[src/rtl/tag_dir_pkg.sv]
package tag_dir_pkg;
  localparam int PERM_W = 3;
  localparam logic [PERM_W-1:0] PERM_NP   = 3'd0;
  localparam logic [PERM_W-1:0] PERM_INV  = 3'd1;
  localparam logic [PERM_W-1:0] PERM_RO   = 3'd2;
  localparam logic [PERM_W-1:0] PERM_RW   = 3'd3;
  localparam logic [PERM_W-1:0] PERM_BUSY = 3'd4;

  localparam int CMD_W = 4;
  localparam logic [CMD_W-1:0] CMD_LOAD     = 4'd0;
  localparam logic [CMD_W-1:0] CMD_FETCH    = 4'd1;
  localparam logic [CMD_W-1:0] CMD_STORE    = 4'd2;
  localparam logic [CMD_W-1:0] CMD_PRESENT  = 4'd3;
  localparam logic [CMD_W-1:0] CMD_AVAIL    = 4'd4;
  localparam logic [CMD_W-1:0] CMD_ALLOC    = 4'd5;
  localparam logic [CMD_W-1:0] CMD_DEALLOC  = 4'd6;
  localparam logic [CMD_W-1:0] CMD_PROBE    = 4'd7;
  localparam logic [CMD_W-1:0] CMD_LOCK_SET = 4'd8;
  localparam logic [CMD_W-1:0] CMD_LOCK_CLR = 4'd9;
  localparam logic [CMD_W-1:0] CMD_LOCK_TST = 4'd10;
  localparam logic [CMD_W-1:0] CMD_SET_PERM = 4'd11;
endpackage

[src/rtl/tag_dir_lowest.sv]
module tag_dir_lowest #(
  parameter int N     = 4,
  localparam int IDX_W = (N > 1) ? $clog2(N) : 1
) (
  input  logic [N-1:0]     vec_i,
  output logic             any_o,
  output logic [IDX_W-1:0] idx_o
);
  assign any_o = |vec_i;

  always_comb begin
    idx_o = '0;
    for (int i = N - 1; i >= 0; i--) begin
      if (vec_i[i]) idx_o = IDX_W'(i);
    end
  end
endmodule

[src/rtl/tag_dir_match.sv]
module tag_dir_match
  import tag_dir_pkg::*;
#(
  parameter int WAYS   = 4,
  parameter int ADDR_W = 16,
  localparam int WAY_W = $clog2(WAYS)
) (
  input  logic [WAYS-1:0]             vld_i,
  input  logic [WAYS-1:0][ADDR_W-1:0] tag_i,
  input  logic [WAYS-1:0][PERM_W-1:0] perm_i,
  input  logic [ADDR_W-1:0]           addr_i,
  output logic                        hit_any_o,
  output logic [WAY_W-1:0]            hit_way_o,
  output logic                        raw_any_o,
  output logic [WAY_W-1:0]            raw_way_o,
  output logic                        free_any_o,
  output logic [WAY_W-1:0]            free_way_o
);
  logic [WAYS-1:0] raw_vec, hit_vec, free_vec;

  for (genvar w = 0; w < WAYS; w++) begin : g_way
    assign raw_vec[w]  = vld_i[w] && (tag_i[w] == addr_i);
    assign hit_vec[w]  = raw_vec[w] && (perm_i[w] != PERM_NP);
    assign free_vec[w] = !vld_i[w] || (perm_i[w] == PERM_NP);
  end

  tag_dir_lowest #(.N(WAYS)) i_hit  (.vec_i(hit_vec),  .any_o(hit_any_o),  .idx_o(hit_way_o));
  tag_dir_lowest #(.N(WAYS)) i_raw  (.vec_i(raw_vec),  .any_o(raw_any_o),  .idx_o(raw_way_o));
  tag_dir_lowest #(.N(WAYS)) i_free (.vec_i(free_vec), .any_o(free_any_o), .idx_o(free_way_o));
endmodule

[src/rtl/tag_dir_lru.sv]
module tag_dir_lru #(
  parameter int SETS  = 4,
  parameter int WAYS  = 4,
  localparam int SET_W = $clog2(SETS),
  localparam int WAY_W = $clog2(WAYS)
) (
  input  logic             clk_i,
  input  logic             rst_ni,
  input  logic             touch_i,
  input  logic [SET_W-1:0] set_i,
  input  logic [WAY_W-1:0] way_i,
  output logic [WAY_W-1:0] victim_o
);
  // rank 0 = most recent, WAYS-1 = least recent; ranks stay a permutation
  logic [SETS-1:0][WAYS-1:0][WAY_W-1:0] age_q;
  logic [WAYS-1:0] oldest;

  always_ff @(posedge clk_i or negedge rst_ni) begin
    if (!rst_ni) begin
      for (int s = 0; s < SETS; s++)
        for (int w = 0; w < WAYS; w++)
          age_q[s][w] <= WAY_W'(w);
    end else if (touch_i) begin
      for (int w = 0; w < WAYS; w++) begin
        if (WAY_W'(w) == way_i)
          age_q[set_i][w] <= '0;
        else if (age_q[set_i][w] < age_q[set_i][way_i])
          age_q[set_i][w] <= age_q[set_i][w] + 1'b1;
      end
    end
  end

  for (genvar w = 0; w < WAYS; w++) begin : g_old
    assign oldest[w] = (age_q[set_i][w] == WAY_W'(WAYS - 1));
  end

  tag_dir_lowest #(.N(WAYS)) i_vic (.vec_i(oldest), .any_o(), .idx_o(victim_o));


  victim_unique_chk: assert property (@(posedge clk_i) disable iff (!rst_ni)
    $countones(oldest) == 1);
endmodule

[src/rtl/tag_dir.sv]
module tag_dir
  import tag_dir_pkg::*;
#(
  parameter int ADDR_W      = 16,
  parameter int CACHE_BYTES = 256,
  parameter int LINE_BYTES  = 16,
  parameter int WAYS        = 4,
  parameter int IDX_LO      = 4,
  parameter int CTX_W       = 4,
  localparam int SETS  = CACHE_BYTES / WAYS / LINE_BYTES,
  localparam int SET_W = $clog2(SETS),
  localparam int WAY_W = $clog2(WAYS)
) (
  input  logic              clk_i,
  input  logic              rst_ni,
  input  logic              req_valid_i,
  output logic              req_ready_o,
  input  logic [CMD_W-1:0]  cmd_i,
  input  logic [ADDR_W-1:0] addr_i,
  input  logic [CTX_W-1:0]  ctx_i,
  input  logic [PERM_W-1:0] perm_i,
  input  logic              touch_i,
  output logic              rsp_valid_o,
  output logic              err_o,
  output logic              hit_o,
  output logic [WAY_W-1:0]  way_o,
  output logic              avail_o,
  output logic [ADDR_W-1:0] victim_addr_o
);
  logic [SETS-1:0][WAYS-1:0]             vld_q, lkv_q;
  logic [SETS-1:0][WAYS-1:0][ADDR_W-1:0] tag_q;
  logic [SETS-1:0][WAYS-1:0][PERM_W-1:0] perm_q;
  logic [SETS-1:0][WAYS-1:0][CTX_W-1:0]  lkc_q;

  logic [SET_W-1:0] set_idx;
  logic             hit_any, raw_any, free_any, avail;
  logic [WAY_W-1:0] hit_way, raw_way, free_way, victim_way;
  logic [PERM_W-1:0] sel_perm;
  logic             ok, res, lru_touch;
  logic [WAY_W-1:0] sel_way;
  logic [ADDR_W-1:0] sel_vic;
  logic             acc;

  assign req_ready_o = 1'b1;
  assign acc     = req_valid_i;
  assign set_idx = addr_i[IDX_LO +: SET_W];

  tag_dir_match #(.WAYS(WAYS), .ADDR_W(ADDR_W)) i_match (
    .vld_i(vld_q[set_idx]), .tag_i(tag_q[set_idx]), .perm_i(perm_q[set_idx]),
    .addr_i(addr_i),
    .hit_any_o(hit_any), .hit_way_o(hit_way),
    .raw_any_o(raw_any), .raw_way_o(raw_way),
    .free_any_o(free_any), .free_way_o(free_way)
  );

  tag_dir_lru #(.SETS(SETS), .WAYS(WAYS)) i_lru (
    .clk_i(clk_i), .rst_ni(rst_ni), .touch_i(lru_touch),
    .set_i(set_idx), .way_i(sel_way), .victim_o(victim_way)
  );

  assign avail    = raw_any || free_any;
  assign sel_perm = perm_q[set_idx][hit_way];

  always_comb begin
    ok        = 1'b1;
    res       = 1'b1;
    sel_way   = '0;
    sel_vic   = '0;
    lru_touch = 1'b0;
    unique case (cmd_i)
      CMD_LOAD, CMD_FETCH, CMD_STORE: begin
        sel_way   = hit_any ? hit_way : '0;
        lru_touch = acc && hit_any;
        res = hit_any && ((sel_perm == PERM_RW) ||
                          ((sel_perm == PERM_RO) && (cmd_i != CMD_STORE)));
      end
      CMD_PRESENT: begin
        res     = hit_any;
        sel_way = hit_any ? hit_way : '0;
      end
      CMD_AVAIL: begin
        res     = avail;
        sel_way = free_any ? free_way : '0;
      end
      CMD_ALLOC: begin
        ok        = !hit_any && free_any;
        sel_way   = free_way;
        lru_touch = acc && ok && touch_i;
      end
      CMD_DEALLOC, CMD_LOCK_SET, CMD_LOCK_CLR: begin
        ok      = hit_any;
        sel_way = hit_way;
      end
      CMD_LOCK_TST: begin
        ok      = hit_any;
        sel_way = hit_way;
        res     = lkv_q[set_idx][hit_way] && (lkc_q[set_idx][hit_way] == ctx_i);
      end
      CMD_PROBE: begin
        ok      = !avail;
        sel_way = victim_way;
        sel_vic = tag_q[set_idx][victim_way];
      end
      CMD_SET_PERM: begin
        ok      = raw_any;
        sel_way = raw_way;
      end
      default: ok = 1'b0;
    endcase
  end

  // directory state
  always_ff @(posedge clk_i or negedge rst_ni) begin
    if (!rst_ni) begin
      vld_q  <= '0;
      lkv_q  <= '0;
      tag_q  <= '0;
      perm_q <= '0;
      lkc_q  <= '0;
    end else if (acc && ok) begin
      unique case (cmd_i)
        CMD_ALLOC: begin
          vld_q[set_idx][sel_way]  <= 1'b1;
          tag_q[set_idx][sel_way]  <= addr_i;
          perm_q[set_idx][sel_way] <= PERM_INV;
          lkv_q[set_idx][sel_way]  <= 1'b0;
          lkc_q[set_idx][sel_way]  <= '0;
        end
        CMD_DEALLOC:  vld_q[set_idx][sel_way]  <= 1'b0;
        CMD_SET_PERM: perm_q[set_idx][sel_way] <= perm_i;
        CMD_LOCK_SET: begin
          lkv_q[set_idx][sel_way] <= 1'b1;
          lkc_q[set_idx][sel_way] <= ctx_i;
        end
        CMD_LOCK_CLR: lkv_q[set_idx][sel_way] <= 1'b0;
        default: ;
      endcase
    end
  end

  // registered response
  always_ff @(posedge clk_i or negedge rst_ni) begin
    if (!rst_ni) begin
      rsp_valid_o   <= 1'b0;
      err_o         <= 1'b0;
      hit_o         <= 1'b0;
      way_o         <= '0;
      avail_o       <= 1'b0;
      victim_addr_o <= '0;
    end else begin
      rsp_valid_o <= acc;
      if (acc) begin
        err_o         <= !ok;
        hit_o         <= ok && res;
        way_o         <= ok ? sel_way : '0;
        avail_o       <= avail;
        victim_addr_o <= ok ? sel_vic : '0;
      end
    end
  end


  rsp_follows_req_chk: assert property (@(posedge clk_i) disable iff (!rst_ni)
    req_valid_i |=> rsp_valid_o);

  rsp_idle_chk: assert property (@(posedge clk_i) disable iff (!rst_ni)
    !req_valid_i |=> !rsp_valid_o);

  err_no_hit_chk: assert property (@(posedge clk_i) disable iff (!rst_ni)
    err_o |-> !hit_o);

  err_keeps_state_chk: assert property (@(posedge clk_i) disable iff (!rst_ni)
    (rsp_valid_o && err_o) |-> (vld_q == $past(vld_q) && perm_q == $past(perm_q)
                                && lkv_q == $past(lkv_q)));

  store_needs_rw_chk: assert property (@(posedge clk_i) disable iff (!rst_ni)
    (rsp_valid_o && hit_o && $past(cmd_i) == CMD_STORE) |-> ($past(sel_perm) == PERM_RW));

  alloc_clears_lock_chk: assert property (@(posedge clk_i) disable iff (!rst_ni)
    (rsp_valid_o && !err_o && $past(cmd_i) == CMD_ALLOC) |-> !lkv_q[$past(set_idx)][way_o]);
endmodule

[config.mk]
export PLATFORM = sky130hd
export DESIGN_NAME = tag_dir
export DESIGN_NICKNAME = d
export VERILOG_FILES = /design/src/rtl/tag_dir_pkg.sv /design/src/rtl/tag_dir_lowest.sv /design/src/rtl/tag_dir_match.sv /design/src/rtl/tag_dir_lru.sv /design/src/rtl/tag_dir.sv
export SDC_FILE = /design/constraint.sdc
export NUM_CORES = 1
export LEC_CHECK = 0
export BUFFER_PORTS_ARGS = -buffer_cell sky130_fd_sc_hd__buf_2
export CAP_MARGIN = 20
export CORE_MARGIN = 2
export CORE_UTILIZATION = 55
export DETAILED_ROUTE_END_ITERATION = 12
export PLACE_DENSITY_LB_ADDON = 0.25
export SYNTH_ARGS = -nofsm -noshare
export SYNTH_HDL_FRONTEND = slang
export SYNTH_SLANG_ARGS = --single-unit
[constraint.sdc]
create_clock -name clk_i -period 8.9 [get_ports clk_i]
set_input_delay 1.78 -clock clk_i [delete_from_list [all_inputs] [get_ports clk_i]]
set_output_delay 1.78 -clock clk_i [all_outputs]
set_load 0.005 [all_outputs]
Yosys cells after proc, flatten, opt, wreduce, memory -nomap -nowiden
Cells that the tools add are included.
{"block": "word_totals", "regBits": 454, "latchBits": 0, "ramBits": 0, "mem_bits_ro": 0, "input_bits": 31, "out_inout_bits": 23, "word_cells": 288, "mem_count": 0}
{"block": "op_classes", "addsub": 4, "n_mul": 0, "div": 0, "order_cmp": 10, "n_eq_ne": 26, "shifts": 0, "n_mux": 93, "bitwise_logic": 18, "reduce_logical": 59}
{"operator": "2-to-1 mux 32 bit", "count": 11}
{"operator": "bitwise mux 256 bit", "count": 1}
{"operator": "AND 32 bit", "count": 5}
{"operator": "NOT 32 bit", "count": 5}
{"operator": "binary-select mux 64 bit (select 2 bit)", "count": 1}
{"operator": "bitwise mux 32 bit", "count": 4}
{"operator": "demux 64 bit (select 2 bit)", "count": 1}
{"operator": "2-to-1 mux 64 bit", "count": 2}
{"operator": "one-hot mux 64 bit (2 select lines)", "count": 1}
{"operator": "2-to-1 mux 16 bit", "count": 6}
{"operator": "one-hot mux 48 bit (2 select lines)", "count": 1}
{"operator": "AND 64 bit", "count": 1}
{"operator": "binary-select mux 16 bit (select 2 bit)", "count": 2}
{"operator": "bitwise mux 64 bit", "count": 1}
{"operator": "demux 16 bit (select 2 bit)", "count": 2}
{"operator": "demux 8 bit (select 2 bit)", "count": 4}
{"operator": "== test 16 bit", "count": 4}
{"operator": "NOT 64 bit", "count": 1}
{"operator": "one-hot mux 16 bit (2 select lines)", "count": 2}
{"operator": "bitwise mux 48 bit", "count": 1}
{"operator": "bitwise OR 16 bit", "count": 3}
{"operator": "2-to-1 mux 2 bit", "count": 21}
{"operator": "AND 16 bit", "count": 2}
{"operator": "binary-select mux 12 bit (select 2 bit)", "count": 1}
{"operator": "other kinds (47)", "count": 127}

Logic depth before layout (Yosys ltp)
Gate-level depths: netlist (run 1).
{"block": "depth", "word_depth": 28, "ltp_mapped": 22, "mapped_depth_nobuf": 14}

Hierarchy
A second synthesis (run 1) with hierarchy kept.
{"block": "unflattened", "hier_cells": 1703, "hier_area_um2": 23477.5}
{"module": "tag_dir", "instances": 1, "cells_per_inst": 1335, "area_per_inst_um2": 19977.9, "seq_area_each_um2": 10560.1}
{"module": "tag_dir_lru", "instances": 1, "cells_per_inst": 228, "area_per_inst_um2": 2516.2, "seq_area_each_um2": 820.8}
{"module": "tag_dir_match", "instances": 1, "cells_per_inst": 112, "area_per_inst_um2": 843.3, "seq_area_each_um2": 0.0}
{"module": "tag_dir_lowest", "instances": 4, "cells_per_inst": 7, "area_per_inst_um2": 35.0, "seq_area_each_um2": 0.0}

Worst setup path after synthesis (run 1)
Ideal clock, no wire load.
{"block": "synth_timing", "path_type": "input-to-reg", "from": "in addr_i[4]", "to": "reg i_lru.age_q[4] (netlist name)", "setup_ps": 121, "t_arrival_ps": 6309, "t_required_ps": 8779, "path_slack_ps": 2470, "cell_stages": 20, "path_buffers": 7, "cell_sequence": "buf_6 > buf_8 > buf_8 > buf_6 > buf_4 > buf_2 > buf_1 > mux2_2 > a21oi_1 > inv_1 > ha_1 > nor3_1 > nand2_1 > a21oi_1 > a211o_2 > mux2_2 > a32o_1 > maj3_2 > o21a_1 > a22o_1"}
{"block": "synth_between", "elab_chain_cells": 28, "elab_cells_between_ends": 112, "cone_classes": "add/sub (4); order compare (6); eq/ne (11); mux (50); bitwise (8); reduce/logical (33)"}
{"item": "from (decl)", "line": "tag_dir.sv:19", "source": "input logic [ADDR_W-1:0] addr_i,"}
{"item": "binary-select mux 64 bit (select 2 bit)", "line": "tag_dir.sv:49", "source": ".vld_i(vld_q[set_idx]), .tag_i(tag_q[set_idx]), .perm_i(perm_q[set_idx]),"}
{"item": "2-to-1 mux 64 bit (implied by the code)", "line": "tag_dir.sv:49"}
{"item": "== test 16 bit", "line": "tag_dir_match.sv:22", "source": "assign raw_vec[w] = vld_i[w] && (tag_i[w] == addr_i);"}
{"item": "logical AND 1 bit", "line": "tag_dir_match.sv:22"}
{"item": "logical AND 1 bit", "line": "tag_dir_match.sv:23", "source": "assign hit_vec[w] = raw_vec[w] && (perm_i[w] != PERM_NP);"}
{"item": "2-to-1 mux 2 bit (4 in a row)", "line": "tag_dir_lowest.sv:14", "source": "if (vec_i[i]) idx_o = IDX_W'(i);"}
{"item": "2-to-1 mux 2 bit", "line": "tag_dir.sv:72, tag_dir.sv:79"}
{"item": "one-hot mux 2 bit (6 select lines)", "line": "tag_dir.sv:70", "source": "unique case (cmd_i)"}
{"item": "[9 not listed]"}
{"item": "2-to-1 mux 32 bit", "line": "tag_dir_lru.sv:23", "source": "end else if (touch_i) begin"}
{"item": "bitwise mux 32 bit", "line": "tag_dir_lru.sv:28", "source": "age_q[set_i][w] <= age_q[set_i][w] + 1'b1;"}
{"item": "2-to-1 mux 32 bit", "line": "tag_dir_lru.sv:27", "source": "else if (age_q[set_i][w] < age_q[set_i][way_i])"}
{"item": "2-to-1 mux 32 bit", "line": "tag_dir_lru.sv:25", "source": "if (WAY_W'(w) == way_i)"}
{"item": "2-to-1 mux 32 bit", "line": "tag_dir_lru.sv:23"}
{"item": "bitwise mux 32 bit", "line": "tag_dir_lru.sv:28"}
{"item": "2-to-1 mux 32 bit", "line": "tag_dir_lru.sv:27"}
{"item": "2-to-1 mux 32 bit", "line": "tag_dir_lru.sv:25"}
{"item": "to (signal, indexed assignment)", "line": "tag_dir_lru.sv:22", "source": "age_q[s][w] <= WAY_W'(w);"}
{"item": "to (signal, indexed assignment)", "line": "tag_dir_lru.sv:28"}
{"item": "to (decl)", "line": "tag_dir_lru.sv:15", "source": "logic [SETS-1:0][WAYS-1:0][WAY_W-1:0] age_q;"}
Several ways; a longest one is shown, not always the timed one. The select of a mux whose other input is x is not followed.
A chain may end at the register's enable or synchronous reset.

Final worst setup path (run 1)
{"block": "layout_timing", "from": "in addr_i[4]", "to": "reg tag_q[81] (netlist name)"}
{"block": "layout_between", "elab_chain_cells": 18, "elab_cells_between_ends": 80, "cone_classes": "order compare (4); eq/ne (8); mux (33); reduce/logical (35)"}
{"item": "binary-select mux 64 bit (select 2 bit)", "line": "tag_dir.sv:49"}
{"item": "2-to-1 mux 64 bit (implied by the code)", "line": "tag_dir.sv:49"}
{"item": "== test 16 bit", "line": "tag_dir_match.sv:22"}
{"item": "logical AND 1 bit", "line": "tag_dir_match.sv:22"}
{"item": "logical AND 1 bit", "line": "tag_dir_match.sv:23"}
{"item": "2-to-1 mux 2 bit (4 in a row)", "line": "tag_dir_lowest.sv:14"}
{"item": "2-to-1 mux 2 bit", "line": "tag_dir.sv:72, tag_dir.sv:79"}
{"item": "one-hot mux 2 bit (6 select lines)", "line": "tag_dir.sv:70"}
{"item": "< comparator 2 x 3 -> 1 bit (implied by the code) / >= comparator 2 x 1 -> 1 bit (equally long branches)", "line": "tag_dir.sv:124", "source": "tag_q[set_idx][sel_way] <= addr_i;"}
{"item": "logical AND 1 bit (implied by the code)", "line": "tag_dir.sv:124"}
{"item": "2-to-1 mux 16 bit (implied by the code)", "line": "tag_dir.sv:124"}
{"item": "demux 16 bit (select 2 bit)", "line": "tag_dir.sv:124"}
{"item": "2-to-1 mux 64 bit (implied by the code)", "line": "tag_dir.sv:124"}
{"item": "demux 64 bit (select 2 bit)", "line": "tag_dir.sv:124"}
{"item": "bitwise mux 256 bit", "line": "tag_dir.sv:124"}
{"item": "to (signal, indexed assignment)", "line": "tag_dir.sv:124"}
{"item": "to (decl)", "line": "tag_dir.sv:31", "source": "logic [SETS-1:0][WAYS-1:0][ADDR_W-1:0] tag_q;"}
Several ways; a longest one is shown, not always the timed one. The select of a mux whose other input is x is not followed.

==> results of run 1 <==
==> cells in the final DEF (no fill, tap or decap), drive strengths merged, types with 8 or more instances in the layout <==
cell     Yosys  final
a221oi       8      8
nand3       16     16
a211oi      17     17
buf         53     75
dfrtp      438    438
inv         38     39
a21oi       42     42
a22o         9      9
nand2b      22     22
or3         17     17
nor4         8      8
dfstp       16     16
clkbuf      75     70
o31ai        8      8
xnor2       49     49
mux2       329    329
o21ai       68     68
and2        16     16
o2bb2ai     31     31
nor2b       25     25
clkinv       1     10
o22ai       18     18
mux2i       47     47
mux4        97     97
nand2      112    112
nor2       116    116
nand4       15     15
or2         17     17
nor3        22     22
==> stage by stage <==
step,setup WS (ns),hold WS (ns)
finish,1.821,0.4655
global route,1.519,0.4846
CTS,1.904,0.4670
detailed placement,1.308,0.4554
global placement,1.491,0.4525
floorplan,2.470,0.4350
==> synthesized netlist by cell type (7+ instances only) <==
| cell | n |
|---|---|
| a221oi_1 | 7 |
| a22o_1 | 9 |
| dfstp_2 | 16 |
| mux2i_1 | 46 |
| nor2_1 | 106 |
| clkbuf_1 | 75 |
| o22ai_1 | 18 |
| nor3_1 | 16 |
| o21ai_0 | 63 |
| a21oi_1 | 42 |
| mux2_1 | 16 |
| inv_1 | 38 |
| buf_6 | 7 |
| o2bb2ai_1 | 31 |
| xnor2_1 | 49 |
| nand4_1 | 15 |
| nand3_1 | 16 |
| a21o_1 | 7 |
| mux2_2 | 313 |
| or2_2 | 13 |
| dfrtp_1 | 438 |
| or3_1 | 17 |
| and2_1 | 15 |
| buf_4 | 21 |
| a211oi_1 | 15 |
| buf_2 | 17 |
| mux4_2 | 97 |
| nor2b_1 | 25 |
| nand2b_1 | 22 |
| nand2_1 | 111 |
| o31ai_1 | 7 |
==> metal layers <==
layer,global-route usage,wire [um],share of wire,vias to the layer above
li1,-,-,-,6672
met3,0.04674,3715,0.064,106
met2,0.4217,27070,0.46,540
met4,0.08227,1630,0.028,0
met1,0.4010,25960,0.44,7975
met5,0,0,0,-
==> sequential cells by signal, summed over array words and instances (netlist names), 2 cells and up, named ones only <==
register	count
tag_q	256
lkc_q	64
perm_q	48
i_lru.age_q	32
victim_addr_o	16
way_o	2
==> report_power, final <==
part | switching (uW) | internal [uW]
clock | 835 | 1170
sequential | 20.9 | 2110
combinational | 243 | 121
total | 1100 | 3390
==> how the worst min path moves through the flow <==
stage / cells after the start / end / slack, ns
floorplan: 1 / tag_q[245]$_DFFE_PN0P_ / 0.44
global placement: 1 / tag_q[245]$_DFFE_PN0P_ / 0.45
detailed placement: 1 / tag_q[245]$_DFFE_PN0P_ / 0.46
CTS: 2 / i_lru.age_q[2]$_DFFE_PN1P_ / 0.47
global route: 2 / i_lru.age_q[2]$_DFFE_PN1P_ / 0.48
finish: 2 / i_lru.age_q[2]$_DFFE_PN1P_ / 0.47
==> kinds of logic after synthesis <==
group           count (synthesis)  synth area share
buf+inv                       167           0.03477
flops                         454            0.4934
mux                           473            0.2763
other cells                     1         0.0001626
compound gates                270           0.08294
simple gates                  401           0.08809
fa+ha+maj                       7          0.003526
xor+xnor                       55           0.02088
==> worst reg2reg max path: cells and delay by family, from the launching register on <==
kind,cells,cell delay (ns)
mux,1,0.43
simple gates,5,2.57
flops,1,0.40
compound gates,4,1.69
==> layout make-up <==
cell class | count | area (sq um) | share of cell area
sequential | 454 | 11380 | 0.4526
tap | 539 | 674.4 | 0.02682
multi-input combinational | 1207 | 10890 | 0.4330
clock inverter | 13 | 170.2 | 0.006767
timing repair buffer | 76 | 501.7 | 0.01995
clock buffer | 69 | 1383 | 0.05498
inverter | 39 | 146.4 | 0.005822
==> key figures, run 1 <==
Clock tree
  • Setup bufs post-CTS: 0
  • Clock Sink Count: 454
  • Worst-Skew Late Latency: 0.61 ns
  • Resized cells post-CTS: 0
  • CTS Hold Buffers Added: 0
  • Root buffer selected by CTS: clkbuf_16
  • Clk slew on worst S/H paths: 0.06 ns
  • H-tree depth: 2
  • TritonCTS buffer count: 49
  • Longest Clk Path Bufs: 3
  • CTS tree: done

Worst setup path
  • Crit Path Category: input pin to flop
  • Worst-path cell chain: buf_8 > buf_4 > mux4_2 > o2bb2ai_1 > nor4_1 > o2111a_1 > and3_1 > a211oi_4 > a211oi_2 > nand3_1 > nor2_2 > mux2_2
  • CP delay by family, top: simple AND/OR/NAND/NOR gates
  • Worst setup path endpoint: tag_q[81]$_DFFE_PN0P_
  • Bufs and invs on worst path: 2
  • Worst path required time: 9.36 ns
  • RR Startpoint: tag_q[4]$_DFFE_PN0P_
  • WP depth: 12
  • Slack of the worst reg-to-reg path: 3.69 ns
  • CP Launch Type: input pin
  • CP max FO: 83
  • Slowest cell on crit path: a211oi_2
  • R2r endpoint: tag_q[81]$_DFFE_PN0P_
  • CP max stage delay: 0.95 ns
  • CP endpoint kind: flop
  • CP arrival: 7.54 ns
  • Setup crit start: addr_i[4]
  • Worst R2R Path Depth: 10

Logic synthesis
  • Primary FF master, synth: dfrtp_1
  • Post-synthesis cell count: 1828
  • Synth Net Count: 1863
  • Synthesis Warnings: 0
  • Yosys cell types: 92
  • Post-synth ARST share: 1.000
  • Yosys top cell by area: dfrtp_1
  • Avg Cell Area, Syn: 12.62 sq um
  • Synth area leaders: dfrtp_1 48%, mux2_2 15%, mux4_2 9.5%
  • Seq/Total Area, Yosys: 0.4934
  • Post-Syn Area: 0.02307 sq mm
  • Post-synth EDFFs: 0
  • Flops & latches, synth: 454
  • Share of the synthesized area in the top cell type: 0.4752

Placed design
  • HPWL Detailed: 38.70 mm
  • Global placer's final weighted congestion: 0.9143
  • Port Buffers: 52
  • Placed Cells: 2312
  • Placed cell area: 0.02357 sq mm

Worst hold path
  • Min-delay worst type: flop to flop
  • Min-Delay Startpoint: i_lru.age_q[2]$_DFFE_PN1P_

Timing
  • Max_slew headroom: 0.2594
  • Slew Limit Fails: 0
  • Unrepaired setup endpoints after global routing: false
  • Peak Freq: 141.3 MHz
  • Count of final hold-check violations: 0
  • Part of the cycle the worst path needs: 0.7954
  • Slew at the pin closest to its max-slew limit: 1.109 ns
  • Setup TNS: 0 ns
  • Final min period: 7.079 ns
  • Final Skew: 0.03731 ns
  • Setup Viol. Count Final: 0

Final layout
  • Final Util: 0.6035
  • Final Cell Area: 0.02515 sq mm
  • Fin nets: 1862
  • Share of layout cells above drive strength 1: 0.3315
  • P&R area growth vs syn: 9.010%
  • Non-Filler Instances: 2397
  • Layout fillers: 3283
  • # diodes: 0

Die
  • Core Rows: 75
  • Chip Height: 208.8 um
  • DIE AREA: 0.04360 sq mm
  • Core area: 0.04167 sq mm
  • Initial core utilization: 0.5536
  • Die width: 208.8 um
  • IO Count: 54

Routing
  • Drt initial violations: 1362
  • Via count: 15290
  • DR vias/cell: 6.380
  • DRC: 0
  • WL/cell: 24.35 um
  • Final ANT Viol Nets: 0
  • Total Wirelength: 58.37 mm
  • DRT Pass-1 Iters: 5

GRT
  • GRT Total Usage: 0.2735
  • Largest net degree at the start of global routing: 173
  • Grt total ovfl: 0
  • Global-route wire length before repair: 91.98 mm
  • Number of global-route vias before repair: 15630
  • Initial antenna violation count: 0

Pwr
  • P_leak: 0.01160 uW
  • PD cells: 178.6 mW/mm^2
  • Total power: 4492 uW
  • Worst vdd ir: 0.1541 mV

Job
  • Maxcap violations: 0

Status
  • Run status: complete, no violations
Power figures use the tool's default switching activity.
==> inputs of run 2 (changes only) <==
Settings changed: ABC_AREA set to 1.
Clock period 8.9 ns to 6.8 ns, I/O delays scaled along.
==> run 2 against run 1 <==
Net effect:
- utilization is 0.16 points lower
- critical path depth is 11 higher
- clock skew is 0.018 ns lower
- critical path type unchanged
==> key figures, run 2 <==
Worst setup path
  • CP Launch Type: input pin
  • Worst path required time: 7.28 ns (-2.08 ns)
  • CP arrival: 5.72 ns (-1.82 ns)
  • Crit Path Category: input pin to flop
  • CP endpoint kind: flop
  • CP max FO: 28 (-66%)

Timing
  • Slew Limit Fails: 0 (unchanged)
  • Final Skew: 0.01933 ns (-0.01798 ns)
  • Unrepaired setup endpoints after global routing: false
  • Final min period: 5.238 ns
  • Max_slew headroom: 0.2876 (+0.02823)
  • Setup Viol. Count Final: 0 (unchanged)
  • Slew at the pin closest to its max-slew limit: 1.067 ns (-0.04146 ns)
  • Peak Freq: 190.9 MHz
  • Count of final hold-check violations: 0 (unchanged)
  • Setup TNS: 0 ns (unchanged)
  • Fin worst setup slack: 1.562 ns (-0.2588 ns)
  • Part of the cycle the worst path needs: 0.7703

Logic synthesis
  • Post-synth EDFFs: 0 (unchanged)
  • Compound-Gate Fraction of Synth Area: 0.1380 (+0.05510)
  • Post-synthesis simple-gate area fraction: 0.3222 (+0.2341)
  • Synth Net Count: 3391 (+82%)
  • Synthesis Warnings: 0 (unchanged)
  • Share of the synthesized area in the top cell type: 0.4495 (-0.02565)
  • Post-synthesis cell count: 3356 (+84%)
  • Commonest cells post-synth: 1378 x nand2_1, 438 x dfrtp_1, 264 x nor2_1
  • Synth Area in XOR/XNOR: 0.0003592 (-0.02052)
  • Synth area leaders: dfrtp_1 45%, nand2_1 21%, nor2_1 4.1%
  • Adder-cell area share of the yosys netlist: 0.002053 (-0.001473)
  • Primary FF master, synth: dfrtp_1
  • Top-count cell post-synth: nand2_1
  • Seq/Total Area, Yosys: 0.4667 (-0.02663)
  • Flops & latches, synth: 454 (unchanged)
  • Avg Cell Area, Syn: 7.266 sq um (-42%)
  • Yosys cell types: 51 (-45%)
  • Largest family of logic cells by synthesized area: simple AND/OR/NAND/NOR gates
  • Yosys top cell by area: dfrtp_1
  • Post-synth ARST share: 1.000 (unchanged)
  • Post-Syn Area: 0.02438 sq mm (+5.7%)
  • Post-synthesis mux area share: 0 (-0.2763)

Clock tree
  • Setup bufs post-CTS: 0 (unchanged)
  • TritonCTS buffer count: 49 (unchanged)
  • Resized cells post-CTS: 0 (unchanged)
  • Clock Sink Count: 454 (unchanged)
  • CTS Hold Buffers Added: 0 (unchanged)
  • CTS tree: done
  • Worst-Skew Late Latency: 0.61 ns (about the same)
  • Root buffer selected by CTS: clkbuf_16
  • Longest Clk Path Bufs: 3 (unchanged)
  • Clk slew on worst S/H paths: 0.06 ns (about the same)
  • H-tree depth: 2 (unchanged)

Final layout
  • Share of layout cells above drive strength 1: 0.08658 (-0.2450)
  • Commonest non-fill, non-tap cell in the layout: nand2_1
  • Biggest regs: tag_q: 256 flops, lkc_q: 64 flops, perm_q: 48 flops
  • P&R area growth vs syn: 8.682%
  • Most frequent cells in the layout: 1377 x nand2_1, 438 x dfrtp_1, 262 x nor2_1
  • Most flops, register: tag_q
  • Layout fillers: 4089 (+25%)
  • Fin nets: 3361 (+81%)
  • Max reg flops: 256 (unchanged)

Routing
  • WL/cell: 20.92 um (-14%)
  • Final ANT Viol Nets: 0 (unchanged)
  • Total Wirelength: 82.73 mm (+42%)
  • Drt initial violations: 2914 (+110%)
  • DRC: 0 (unchanged)
  • Via count: 23140 (+51%)
  • DRT Pass-1 Iters: 6 (+1)
  • DR vias/cell: 5.851 (-8.3%)

GRT
  • Largest net degree at the start of global routing: 166 (-4.0%)
  • Met2 usage: 0.5699 (+0.1482)
  • Met3 usage: 0.05191 (+0.005176)
  • Grt total ovfl: 0 (unchanged)
  • Global-route wire length before repair: 128.1 mm (+39%)
  • Number of global-route vias before repair: 21860 (+40%)
  • GR peak layer: met2
  • GRT Total Usage: 0.3595 (+0.08605)
  • GR Util met1: 0.4844 (+0.08342)
  • Initial antenna violation count: 2 (+2)

Die
  • Chip Height: 214.6 um (+2.8%)
  • Die width: 214.6 um (+2.8%)
  • Initial core utilization: 0.5538 (about the same)
  • Core Rows: 77 (+2.7%)
  • DIE AREA: 0.04603 sq mm (+5.6%)
  • IO Count: 54 (unchanged)
  • Core area: 0.04403 sq mm (+5.7%)

Placed design
  • Port Buffers: 52 (unchanged)
  • Global placer's final weighted congestion: 1.006 (+10%)
  • HPWL Detailed: 56.97 mm (+47%)
  • Worst slack, placed: 1.086 ns (-0.2212 ns)

Pwr
  • P_leak: 0.01335 uW (+15%)
  • Worst vdd ir: 0.2307 mV (+50%)
  • PD cells: 231.1 mW/mm^2 (+29%)

Status
  • Run status: complete, no violations

Job
  • Maxcap violations: 0 (unchanged)

Worst hold path
  • Min-delay worst type: flop to flop
-- run 2: cell types whose count changed in the layout (fill, tap and decap cells not counted), moves of 46 or more --
| cell | change |
|---|---|
| nor2_1 | +156 |
| mux2i_1 | -46 |
| mux4_2 | -97 |
| xnor2_1 | -48 |
| nand2_1 | +1266 |
| nand3_1 | +174 |
| o21ai_0 | +121 |
| mux2_2 | -313 |
| o21ai_1 | +193 |
| inv_1 | +125 |
| a21oi_1 | +48 |
-- run 2: critical path: stages --
cell and delay [ns]:
buf_4 0.18, inv_4 0.29, buf_4 0.45, nand2_1 0.12
nand2_1 0.10, nand2_1 0.07, nand2_1 0.11, nand2_1 0.08
and2_1 0.22, nand2_1 0.06, nor2_1 0.07, nand3_1 0.15
nand2_1 0.15, nor3_1 0.45, nand3_1 0.15, nand3_1 0.14
nand2_1 0.08, buf_4 0.23, inv_2 0.40, o21a_2 0.46
nand2_1 0.19, nand2_1 0.09, o21ai_0 0.09
-- run 2: report_power, final --
part,switching [uW],internal (uW)
registers,24.9,2750
clock network,1160,1670
logic,404,122
total,1590,4540
-- run 2: final cells by class --
| type | instances | area, sq um | share of cell area |
|---|---|---|---|
| clock inverters | 17 | 242.7 | 0.009160 |
| inverters | 204 | 775.7 | 0.02927 |
| diodes | 1 | 2.502 | 0.00009443 |
| clock buffers | 69 | 1441 | 0.05439 |
| well taps | 592 | 740.7 | 0.02795 |
| multi-input cells | 2529 | 11320 | 0.4273 |
| flip-flops and latches | 454 | 11380 | 0.4295 |
| repair buffers | 88 | 593.1 | 0.02238 |
-- run 2: per-stage QoR --
stage	utilization	total power [uW]	std cells	instance area, sq um	hold slack, ns
final	0.6019	6125	3954	26500	0.4523
after global routing	0.6019	6295	3954	26500	0.4779
after CTS	0.6018	6136	3953	26500	0.4580
after detailed placement	0.5636	3338	3867	24810	0.4420
after global placement	0.5636	3332	3867	24810	0.4343
after floorplan	-	3121	3356	24380	0.4217
-- run 2: worst paths after layout --
path / start / endpoint / slack (ns) / cells after the start
max reg2reg: i_lru.age_q[0]$_DFFE_PN0P_ / tag_q[123]$_DFFE_PN0P_ / 2.77 / 18
max in group asynchronous: rst_ni / lkc_q[33]$_DFFE_PN0P_ / 4.72 / 2
min: tag_q[149]$_DFFE_PN0P_ / tag_q[149]$_DFFE_PN0P_ / 0.45 / 2
min in group asynchronous: rst_ni / tag_q[234]$_DFFE_PN0P_ / 0.70 / 1
min reg2reg: tag_q[149]$_DFFE_PN0P_ / tag_q[149]$_DFFE_PN0P_ / 0.45 / 2
max: addr_i[4] / flop / 1.56 / 23
-- run 2: logic make-up after synthesis --
kind of cell,count (synthesis)
AND/OR/NAND/NOR,1918
AO/OA/AOI/OAI,605
flip-flops,454
buffers and inverters,373
adder cells (fa/ha/maj),4
XOR/XNOR,1
other,1
-- run 2: layer usage --
| metal | up-vias | routed length [um] | share of wire |
|---|---|---|---|
| met5 | - | 7 | 0.000085 |
| met4 | 2 | 4556 | 0.055 |
| met3 | 249 | 6780 | 0.082 |
| met2 | 1170 | 37340 | 0.45 |
| met1 | 10960 | 34040 | 0.41 |
| li1 | 10750 | - | - |
